<file path="src/rtl/bdr_pkg.sv">
package bdr_pkg;

    typedef enum logic [2:0] {
        ST_IDLE = 3'd0,
        ST_WAIT = 3'd1,
        ST_REQ  = 3'd2,
        ST_OWN  = 3'd3,
        ST_GAP  = 3'd4
    } bdr_state_e;

    // Delay code to clock count: 0, 1, 2 or 4 units.
    function automatic int unsigned dly_clocks(input logic [1:0] sel,
                                               input int unsigned unit);
        case (sel)
            2'b00:   return 0;
            2'b01:   return unit;
            2'b10:   return 2 * unit;
            default: return 4 * unit;
        endcase
    endfunction

endpackage

</file>
<file path="src/rtl/bdr_down_cnt.sv">
module bdr_down_cnt #(
    parameter int W = 5
) (
    input  logic         clk,
    input  logic         rst,
    input  logic         clr,
    input  logic         load,
    input  logic [W-1:0] load_val,
    input  logic         dec,
    output logic         at_one
);
    logic [W-1:0] cnt;

    always_ff @(posedge clk) begin
        if (rst || clr)          cnt <= '0;
        else if (load)           cnt <= load_val;
        else if (dec && cnt != 0) cnt <= cnt - 1'b1;
    end

    assign at_one = (cnt == W'(1));
endmodule

</file>
<file path="src/rtl/bdr_fsm.sv">
module bdr_fsm
    import bdr_pkg::*;
#(
    parameter int W        = 5,
    parameter int GAP_CLKS = 2
) (
    input  logic         clk,
    input  logic         rst,
    input  logic [W-1:0] wr_dly,
    input  logic         wr_first,
    input  logic         xact_pend,
    input  logic         xact_wr,
    input  logic         gnt_n,
    input  logic         tgt_disc,
    input  logic         at_one,
    output logic         cnt_clr,
    output logic         cnt_load,
    output logic [W-1:0] cnt_val,
    output logic         cnt_dec,
    output bdr_state_e   st
);
    bdr_state_e nxt;
    logic       start_wr;

    assign start_wr = xact_pend && xact_wr && wr_first;

    always_comb begin
        nxt      = st;
        cnt_clr  = 1'b0;
        cnt_load = 1'b0;
        cnt_val  = wr_dly;
        cnt_dec  = 1'b0;
        case (st)
            ST_IDLE: begin
                if (xact_pend && !xact_wr) begin
                    nxt = ST_REQ;
                end else if (start_wr) begin
                    if (wr_dly == '0) begin
                        nxt = ST_REQ;
                    end else begin
                        nxt      = ST_WAIT;
                        cnt_load = 1'b1;
                    end
                end
            end
            ST_WAIT: begin
                if (!xact_pend) begin
                    nxt     = ST_IDLE;
                    cnt_clr = 1'b1;
                end else if (at_one) begin
                    nxt     = ST_REQ;
                    cnt_clr = 1'b1;
                end else begin
                    cnt_dec = 1'b1;
                end
            end
            ST_REQ: begin
                if (!xact_pend)  nxt = ST_IDLE;
                else if (!gnt_n) nxt = ST_OWN;
            end
            ST_OWN: begin
                if (tgt_disc) begin
                    nxt      = ST_GAP;
                    cnt_load = 1'b1;
                    cnt_val  = W'(GAP_CLKS);
                end else if (!xact_pend) begin
                    nxt = ST_IDLE;
                end
            end
            ST_GAP: begin
                if (!xact_pend) begin
                    nxt     = ST_IDLE;
                    cnt_clr = 1'b1;
                end else if (at_one) begin
                    nxt     = ST_REQ;
                    cnt_clr = 1'b1;
                end else begin
                    cnt_dec = 1'b1;
                end
            end
            default: nxt = ST_IDLE;
        endcase
    end

    always_ff @(posedge clk) begin
        if (rst) st <= ST_IDLE;
        else     st <= nxt;
    end
endmodule

</file>
<file path="src/rtl/breq_delay_ctrl.sv">
module breq_delay_ctrl
    import bdr_pkg::*;
#(
    parameter int DLY_UNIT = 4,
    parameter int GAP_CLKS = 2
) (
    input  logic       clk,
    input  logic       rst,
    input  logic [1:0] dly_sel,
    input  logic       wr_first,
    input  logic       xact_pend,
    input  logic       xact_wr,
    input  logic       gnt_n,
    input  logic       tgt_disc,
    output logic       req_n
);
    localparam int MAX_CNT = (4 * DLY_UNIT > GAP_CLKS) ? 4 * DLY_UNIT : GAP_CLKS;
    localparam int CNT_W   = $clog2(MAX_CNT + 1);

    logic [CNT_W-1:0] wr_dly;
    logic [CNT_W-1:0] cnt_val;
    logic             cnt_clr, cnt_load, cnt_dec, at_one;
    bdr_state_e       st;

    assign wr_dly = CNT_W'(dly_clocks(dly_sel, DLY_UNIT));

    bdr_down_cnt #(.W(CNT_W)) u_cnt (
        .clk      (clk),
        .rst      (rst),
        .clr      (cnt_clr),
        .load     (cnt_load),
        .load_val (cnt_val),
        .dec      (cnt_dec),
        .at_one   (at_one)
    );

    bdr_fsm #(.W(CNT_W), .GAP_CLKS(GAP_CLKS)) u_fsm (
        .clk       (clk),
        .rst       (rst),
        .wr_dly    (wr_dly),
        .wr_first  (wr_first),
        .xact_pend (xact_pend),
        .xact_wr   (xact_wr),
        .gnt_n     (gnt_n),
        .tgt_disc  (tgt_disc),
        .at_one    (at_one),
        .cnt_clr   (cnt_clr),
        .cnt_load  (cnt_load),
        .cnt_val   (cnt_val),
        .cnt_dec   (cnt_dec),
        .st        (st)
    );

    assign req_n = (st != ST_REQ);
endmodule

</file>
<file path="config.mk">
export PLATFORM = sky130hd
export DESIGN_NAME = breq_delay_ctrl
export DESIGN_NICKNAME = d
export VERILOG_FILES = /design/src/rtl/bdr_pkg.sv /design/src/rtl/bdr_down_cnt.sv /design/src/rtl/bdr_fsm.sv /design/src/rtl/breq_delay_ctrl.sv
export SDC_FILE = /design/constraint.sdc
export NUM_CORES = 1
export LEC_CHECK = 0
export ABC_AREA = 1
export BUFFER_PORTS_ARGS = -buffer_cell sky130_fd_sc_hd__buf_2
export CORE_MARGIN = 1
export CORE_UTILIZATION = 53
export CTS_BUF_LIST = sky130_fd_sc_hd__clkbuf_4
export DETAILED_ROUTE_END_ITERATION = 16
export HOLD_SLACK_MARGIN = 0.05
export PLACE_DENSITY_LB_ADDON = 0.15
export SLEW_MARGIN = 0
export SYNTH_ARGS = -nofsm -noshare
export SYNTH_HDL_FRONTEND = slang
export SYNTH_SLANG_ARGS = --single-unit
</file>
<file path="constraint.sdc">
create_clock -name clk -period 1.3 [get_ports clk]
set_clock_uncertainty 0.1 [all_clocks]
set_input_delay 0.065 -clock clk [delete_from_list [all_inputs] [get_ports clk]]
set_output_delay 0.065 -clock clk [all_outputs]
set_load 0.01 [all_outputs]
</file>
==> results of run 1 <==
## layout make-up
type / count / area (um^2) / area share [%]
sequential: 8 / 170 / 17.1
inverter: 18 / 75.1 / 7.56
multi-input combinational: 94 / 554 / 55.8
clock buffer: 3 / 22.5 / 2.27
timing repair buffer: 23 / 153 / 15.4
tap: 15 / 18.8 / 1.89
## worst max path at each step
stage / end / slack, ns / cells past startpoint
2_1_floorplan: u_cnt.cnt[1] / -0.05 / 12
3_3_place_gp: u_cnt.cnt[1] / -0.15 / 12
3_5_place_dp: u_cnt.cnt[1] / -0.17 / 12
4_1_cts: u_cnt.cnt[0] / -0.15 / 9
5_1_grt: u_cnt.cnt[1] / -0.23 / 12
6_report: u_cnt.cnt[1] / -0.16 / 12
## what timing repair did
action,4_1_cts,5_1_grt
gates cloned,0,0
gates resized for setup,6,7
buffers inserted,3,0
setup endpoints to repair,8,8
hold endpoints to repair,4,0
pin swaps,3,3
hold buffers,1,0
## logic make-up (layout without fill, tap and decap cells)
family	Yosys count	after routing	share of synthesized area (%)
simple gates	81	81	55.5
buf+inv	20	44	11.8
compound gates	10	10	7.12
flops	8	8	21.2
fa+ha+maj	2	2	3.31
xor+xnor	1	1	1.16
## tightest hold or removal path, cell delays in order
cell     delay, ns
buf_2         0.08
nand2_1       0.07
nor2_1        0.14
nor2_2        0.05
nand3_1       0.06
a21oi_1       0.05
## metrics by stage
stage	util [%]	cells	hold slack, ns	total power, mW	setup TNS (ns)
after floorplan	-	122	0.0341	0.853	-0.143
after global placement	68.3	154	0.184	0.996	-0.869
after detailed placement	68.3	154	0.192	1.01	-1.15
after CTS	73.5	161	0.163	1.25	-0.846
after global routing	75.4	161	0.216	1.38	-1.54
final	75.4	161	0.193	1.28	-0.956
## registers in the layout, indices dropped and copies added (netlist names)
name,count
u_cnt.cnt,5
u_fsm.st,3
## where the power goes
group / leakage, nW / total, mW / internal, mW / switching [mW]
logic: 0.407 / 0.722 / 0.305 / 0.417
clock network: 0.0138 / 0.196 / 0.106 / 0.0898
registers: 0.0675 / 0.361 / 0.302 / 0.0592
## metal layers
| layer | vias up | global-route usage (%) |
|---|---|---|
| met5 | - | 0 |
| met4 | 0 | 7.76 |
| met3 | 3 | 8.52 |
| met2 | 22 | 50.8 |
| met1 | 385 | 29.1 |
| li1 | 435 | - |
## Yosys cell counts (all sizes together)
cell type   n
ha          2
o21ai       6
nor2       19
buf         2
nor3b       1
nand4       3
xor2        1
nand2      39
a21oi       4
clkinv      2
dfxtp       8
nand3b      2
nand3      16
or2         1
inv        16
==> run summary, run 1 <==
Slew HR = 82.8%
CP Cell Sequence = inv_4 -> ha_4 -> inv_2 -> nor2_2 -> nand2_2 -> nand2_4 -> nor2_4 -> nand2_4 -> nand2_4 -> inv_2 -> nor2_1 -> nor2_1
Root buffer cell = clkbuf_4
CTS tree = built
Clk Latency, worst-skew pair = 0.26 ns
Die height = 39.8 um
Critical path's most frequent cell = nand2_4
Slowest cell on the critical path = dfxtp_2
Clock slew at reported path FFs = 0.06 ns
Cells after synthesis = 122
Final slew viol count = 0
Synth area leader = dfxtp_1
Fill count = 118
Final Setup Violations = 8
Detailed route wirelength on metal3 = 76 um
Top-level port count = 10
Slack of the critical path = -0.160 ns
Final min period = 1.46 ns
Violated checks = negative setup slack
Core area = 1320 um^2
CP arrival = 1.51 ns
Pre-CTS setup slack = -0.167 ns
Clock Path Buffers = 2
DR vias = 845
Reg2reg end = u_cnt.cnt[1]
Commonest non-fill, non-tap cells in the layout = 30 x nand2_1, 14 x nand3_1, 13 x buf_4
Chip width = 39.8 um
First-pass GRT wire length = 2.85 mm
Syn_area_per_cell = 6.19 um^2
Hold Path Origin = gnt_n
Worst hold path class = input port to flop
Yosys cell types = 26
Grt ovf = 0
Die area = 1580 um^2
DR top layer = met4
Crit end category = flop
Syn_nets = 133
Detailed placer's ending HPWL = 1.34 mm
Yosys warning total = 0
Htree depth = 1
Cell area after synthesis = 756 um^2
Post-DP Area = 900 um^2
Initial antenna violation count = 0
Reg2reg start = u_cnt.cnt[1]
DR iter-0 viols = 30
Largest net degree at the start of global routing = 10
Worst Path Buf+Inv = 3
R2r worst-path depth = 12
Post-Layout Inst Area = 993 um^2
Final WL = 1.89 mm
WL per Instance = 11.7 um
R2R Setup Slk = -0.16 ns
Top cell type's share of synthesized area = 21.2%
Nets = 159
Critical path's top delay family = simple AND/OR/NAND/NOR gates
# DRC = 0
Worst hold path stage count = 6
Met1 WL = 741 um
Antenna cell count = 0
RSZ-0062 raised after global routing = yes
VDD IR max = 0.943 mV
Final-report hold violation count = 0
Hold Path End = u_fsm.st[1]
Row count = 13
Starting Density = 57.4%
Vias in the first global route = 745
DRT Pass-1 Iters = 4
Max-cap check violation count = 0
Sequential share of the synthesized area = 21.2%
Remaining antenna violation count = 0
Crit Path Category = flop to flop
Worst path max stage delay = 0.33 ns
Startpoint Class = flop
Worst-margin pin slew = 0.257 ns
Top cells by area, synth = dfxtp_1 21%, nand2_1 16%, nand3_1 9.9%, nor2_1 6.5%, nand2_4 6.0%
Leakage Power = 0.488 nW
Power per Cell Area = 1290 nW/um^2
Met2 WL post-DR = 1.04 mm
Status = finished with violations
Crit share post-route = 112%
Leading cell type in the layout, fill and taps excluded = nand2_1
GRT Util Overall = 27.5%
Sink Count = 8
Worst-path maximum fanout = 7
Share of layout cells above drive strength 1 = 43.2%
Port Buffer Count = 9
Vias/cell = 5.25
Critical path launch point = u_cnt.cnt[1]
Area Growth Syn to Fin = 31.5%
GPL Wtd Cong = 0.841
Max Fclk = 685 MHz
CTS buffer count = 3
CP Data Required Time = 1.35 ns
#FFs+latches synth = 8
Power figures use the tool's default switching activity.
==> inputs of run 2 (changes only) <==
--- a/config.mk
+++ b/config.mk
@@ -16,4 +16,5 @@
 export SLEW_MARGIN = 0
 export SYNTH_ARGS = -nofsm -noshare
 export SYNTH_HDL_FRONTEND = slang
+export SYNTH_HIERARCHICAL = 1
 export SYNTH_SLANG_ARGS = --single-unit
==> run 2 against run 1 <==
Effect of this change:
- the flow still finishes with violations (negative setup slack)
- global-route usage up 2.9 points
- sequential power down 5.5%
- synthesized cell count up 5.7%
- worst hold slack worse by 0.064 ns
- power up 15%
- first-iteration DRC count down 40%
- count of clock-buffer cells in the layout unchanged
- largest power group unchanged
==> run summary, run 2 <==
Syn_area_per_cell = 5.92 um^2 (-4.5%)
Reg with most FFs = u_cnt/cnt
Max-cap check violation count = 0 (unchanged)
DR iter-0 viols = 18 (-40%)
#FFs+latches synth = 8 (unchanged)
Max Fclk = 659 MHz (-3.8%)
Slowest cell on the critical path = dfxtp_2
GRT Util Overall = 30.4% (+2.9 points)
Total power = 1.47 mW (+15%)
Crit Path Category = flop to flop
Remaining antenna violation count = 0 (unchanged)
Commonest non-fill, non-tap cells in the layout = 23 x nand2_1, 23 x buf_4, 18 x inv_1
Crit end category = flop
WL per Instance = 12.2 um (+3.7%)
Nets = 181 (+14%)
Worst-path maximum fanout = 6 (-1)
Root buffer cell = clkbuf_4
R2r worst-path depth = 9 (-3)
CTS tree = built
Power per Cell Area = 1280 nW/um^2 (-0.43%)
Port Buffer Count = 9 (unchanged)
Sequential share of the synthesized area = 21.0% (-0.21 points)
FF+latch area = 166 um^2 (-2.2%)
Grt ovf = 0 (unchanged)
Clk Latency, worst-skew pair = 0.25 ns (about the same)
Cell count after placement = 177 (+15%)
Reg2reg start = u_fsm/st[0]
Htree depth = 1 (unchanged)
Cells after synthesis = 129 (+5.7%)
Post-synth EDFFs = 0 (unchanged)
Core Util, Final = 86.8% (+11 points)
Seq pwr share = 23.3% (-4.9 points)
Crit share post-route = 117% (+4.4 points)
First-pass GRT wire length = 3.13 mm (+9.7%)
Share of layout cells above drive strength 1 = 47.0% (+3.9 points)
Final slew viol count = 0 (unchanged)
Post-Layout Inst Area = 1140 um^2 (+15%)
Worst Path Buf+Inv = 3 (unchanged)
Row count = 13 (unchanged)
Asr flop ratio synth = 0% (unchanged)
Starting Density = 57.9% (+0.57 points)
Leakage Power = 0.589 nW (+21%)
Clock slew at reported path FFs = 0.06 ns (about the same)
Top-count cell post-synth = nand2_1
Initial antenna violation count = 0 (unchanged)
Yosys warning total = 6 (+6)
Pre-CTS setup slack = -0.197 ns (-0.0303 ns)
Max reg flops = 5 (unchanged)
Post-synth top flop = dfxtp_1
Violated checks = negative setup slack
Yosys cell types = 25 (-3.8%)
Worst path max stage delay = 0.34 ns (about the same)
Top cell type's share of synthesized area = 21.0% (-0.21 points)
Setup tns final = -1.38 ns (-0.426 ns)
Final Setup Violations = 8 (unchanged)
DRT Pass-1 Iters = 4 (unchanged)
Area Growth Syn to Fin = 49.8%
CTS buffer count = 3 (unchanged)
P_sw = 0.646 mW (+14%)
CP arrival = 1.56 ns (+0.05 ns)
Area taken by multi-input logic gates = 588 um^2 (+6.1%)
Sink Count = 8 (unchanged)
WHS = 0.129 ns (-0.0637 ns)
Status = finished with violations
Post-route insts no fill = 183 (+14%)
Synth area leader = dfxtp_1
VDD IR max = 0.850 mV (-9.9%)
Switch share = 44.1% (-0.18 points)
CP Cell Sequence = inv_2 -> nand2_2 -> nor2_4 -> inv_2 -> o21ai_4 -> buf_6 -> o21ai_0 -> nor2_2 -> nor2_1
# DRC = 0 (unchanged)
Critical path's most frequent cell = inv_2
Die area = 1600 um^2 (+0.96%)
Final WL = 2.23 mm (+18%)
Top cells by area, synth = dfxtp_1 21%, nand2_1 13%, inv_1 11%, nor2_1 7.4%, o21ai_0 5.9%
Hold Path Origin = tgt_disc
R2R Setup Slk = -0.22 ns (-0.06 ns)
Hold Path End = u_fsm/st[2]
Top-level port count = 10 (unchanged)
List of most frequent post-synthesis cells = 26 x nand2_1, 23 x inv_1, 15 x nor2_1
Final min period = 1.52 ns (+0.0571 ns)
Detailed placer's ending HPWL = 1.60 mm (+19%)
Slack of the critical path = -0.217 ns (-0.0571 ns)
GPL Wtd Cong = 0.920 (+9.5%)
Vias/cell = 5.05 (-3.8%)
Critical path's top delay family = compound AO/OA/AOI/OAI gates
Largest net degree at the start of global routing = 8 (-2)
Startpoint Class = flop
Largest registers = u_cnt/cnt: 5 flops, u_fsm/st: 3 flops
Core area = 1320 um^2 (unchanged)
DR vias = 924 (+9.3%)
CP Data Required Time = 1.34 ns (about the same)
Worst hold path class = input port to flop
Reg2reg end = u_cnt/cnt[1]
Die height = 40.0 um (+0.48%)
RSZ-0062 raised after global routing = yes
Clock share of power = 13.2% (-2.1 points)
Combinational Power Share = 63.6% (+7.1 points)
Worst hold path stage count = 4 (-2)
Antenna cell count = 0 (unchanged)
Vias in the first global route = 808 (+8.5%)
Power Internal = 0.820 mW (+15%)
Clock Path Buffers = 2 (unchanged)
Fill count = 86 (-27%)
Chip width = 40.0 um (+0.48%)
Final-report hold violation count = 0 (unchanged)
Post-DP Area = 1040 um^2 (+16%)
Cell area after synthesis = 763 um^2 (+0.99%)
==> run 2: area by class of cell <==
class	count	area share, %
multi-input combinational	96	51.4
timing repair buffer	34	20.9
sequential	8	14.6
inverter	27	9.52
clock buffer	3	1.97
tap	15	1.64
==> run 2: cell families after synthesis <==
family | Yosys count | share of synthesized area, %
and+or+nand+nor | 69 | 45.6
buffers and inverters | 28 | 14.1
AOI/OAI and AO/OA | 20 | 14.4
DFF | 8 | 21.0
adders and majority gates | 2 | 3.28
xor gates and xnor gates | 1 | 1.15
other | 1 | 0.491
==> run 2: routing by layer <==
metal / up-vias / global-route usage, % / wire [um]
li1: 476 / - / -
met1: 428 / 28.9 / 943
met2: 18 / 60.1 / 1200
met3: 2 / 7.78 / 69
met4: 0 / 12.1 / 13
met5: - / 0 / 0
==> run 2: repair_timing <==
| action | CTS | global route |
|---|---|---|
| hold buffers | 1 | 0 |
| endpoints found under the setup margin | 8 | 9 |
| pin swaps | 7 | 1 |
| gates resized for setup | 14 | 9 |
| buffers inserted | 2 | 0 |
| hold endpoints to repair | 3 | 0 |
==> run 2: power groups by stage <==
stage | logic (mW) | clock network (mW) | registers, mW
after CTS | 0.881 | 0.202 | 0.340
final | 0.931 | 0.193 | 0.341
after global routing | 1.00 | 0.218 | 0.348
after detailed placement | 0.804 | 0 | 0.339
after global placement | 0.770 | 0 | 0.337
after floorplan | 0.516 | 0 | 0.343
==> run 2: worst max path at each step <==
stage                      start           end  cells past startpoint
finish               u_fsm/st[0]  u_cnt/cnt[1]                      9
global route        u_cnt/cnt[1]  u_cnt/cnt[0]                      9
CTS                 u_cnt/cnt[1]  u_cnt/cnt[1]                     11
detailed placement  u_cnt/cnt[1]  u_cnt/cnt[4]                      9
global placement    u_cnt/cnt[1]  u_cnt/cnt[4]                      9
floorplan           u_cnt/cnt[1]  u_cnt/cnt[1]                     11
==> run 2: tightest hold or removal path, cell delays in order <==
cell and delay [ns]:
buf_2 0.11, nand2_2 0.10, buf_4 0.12, a21oi_1 0.05
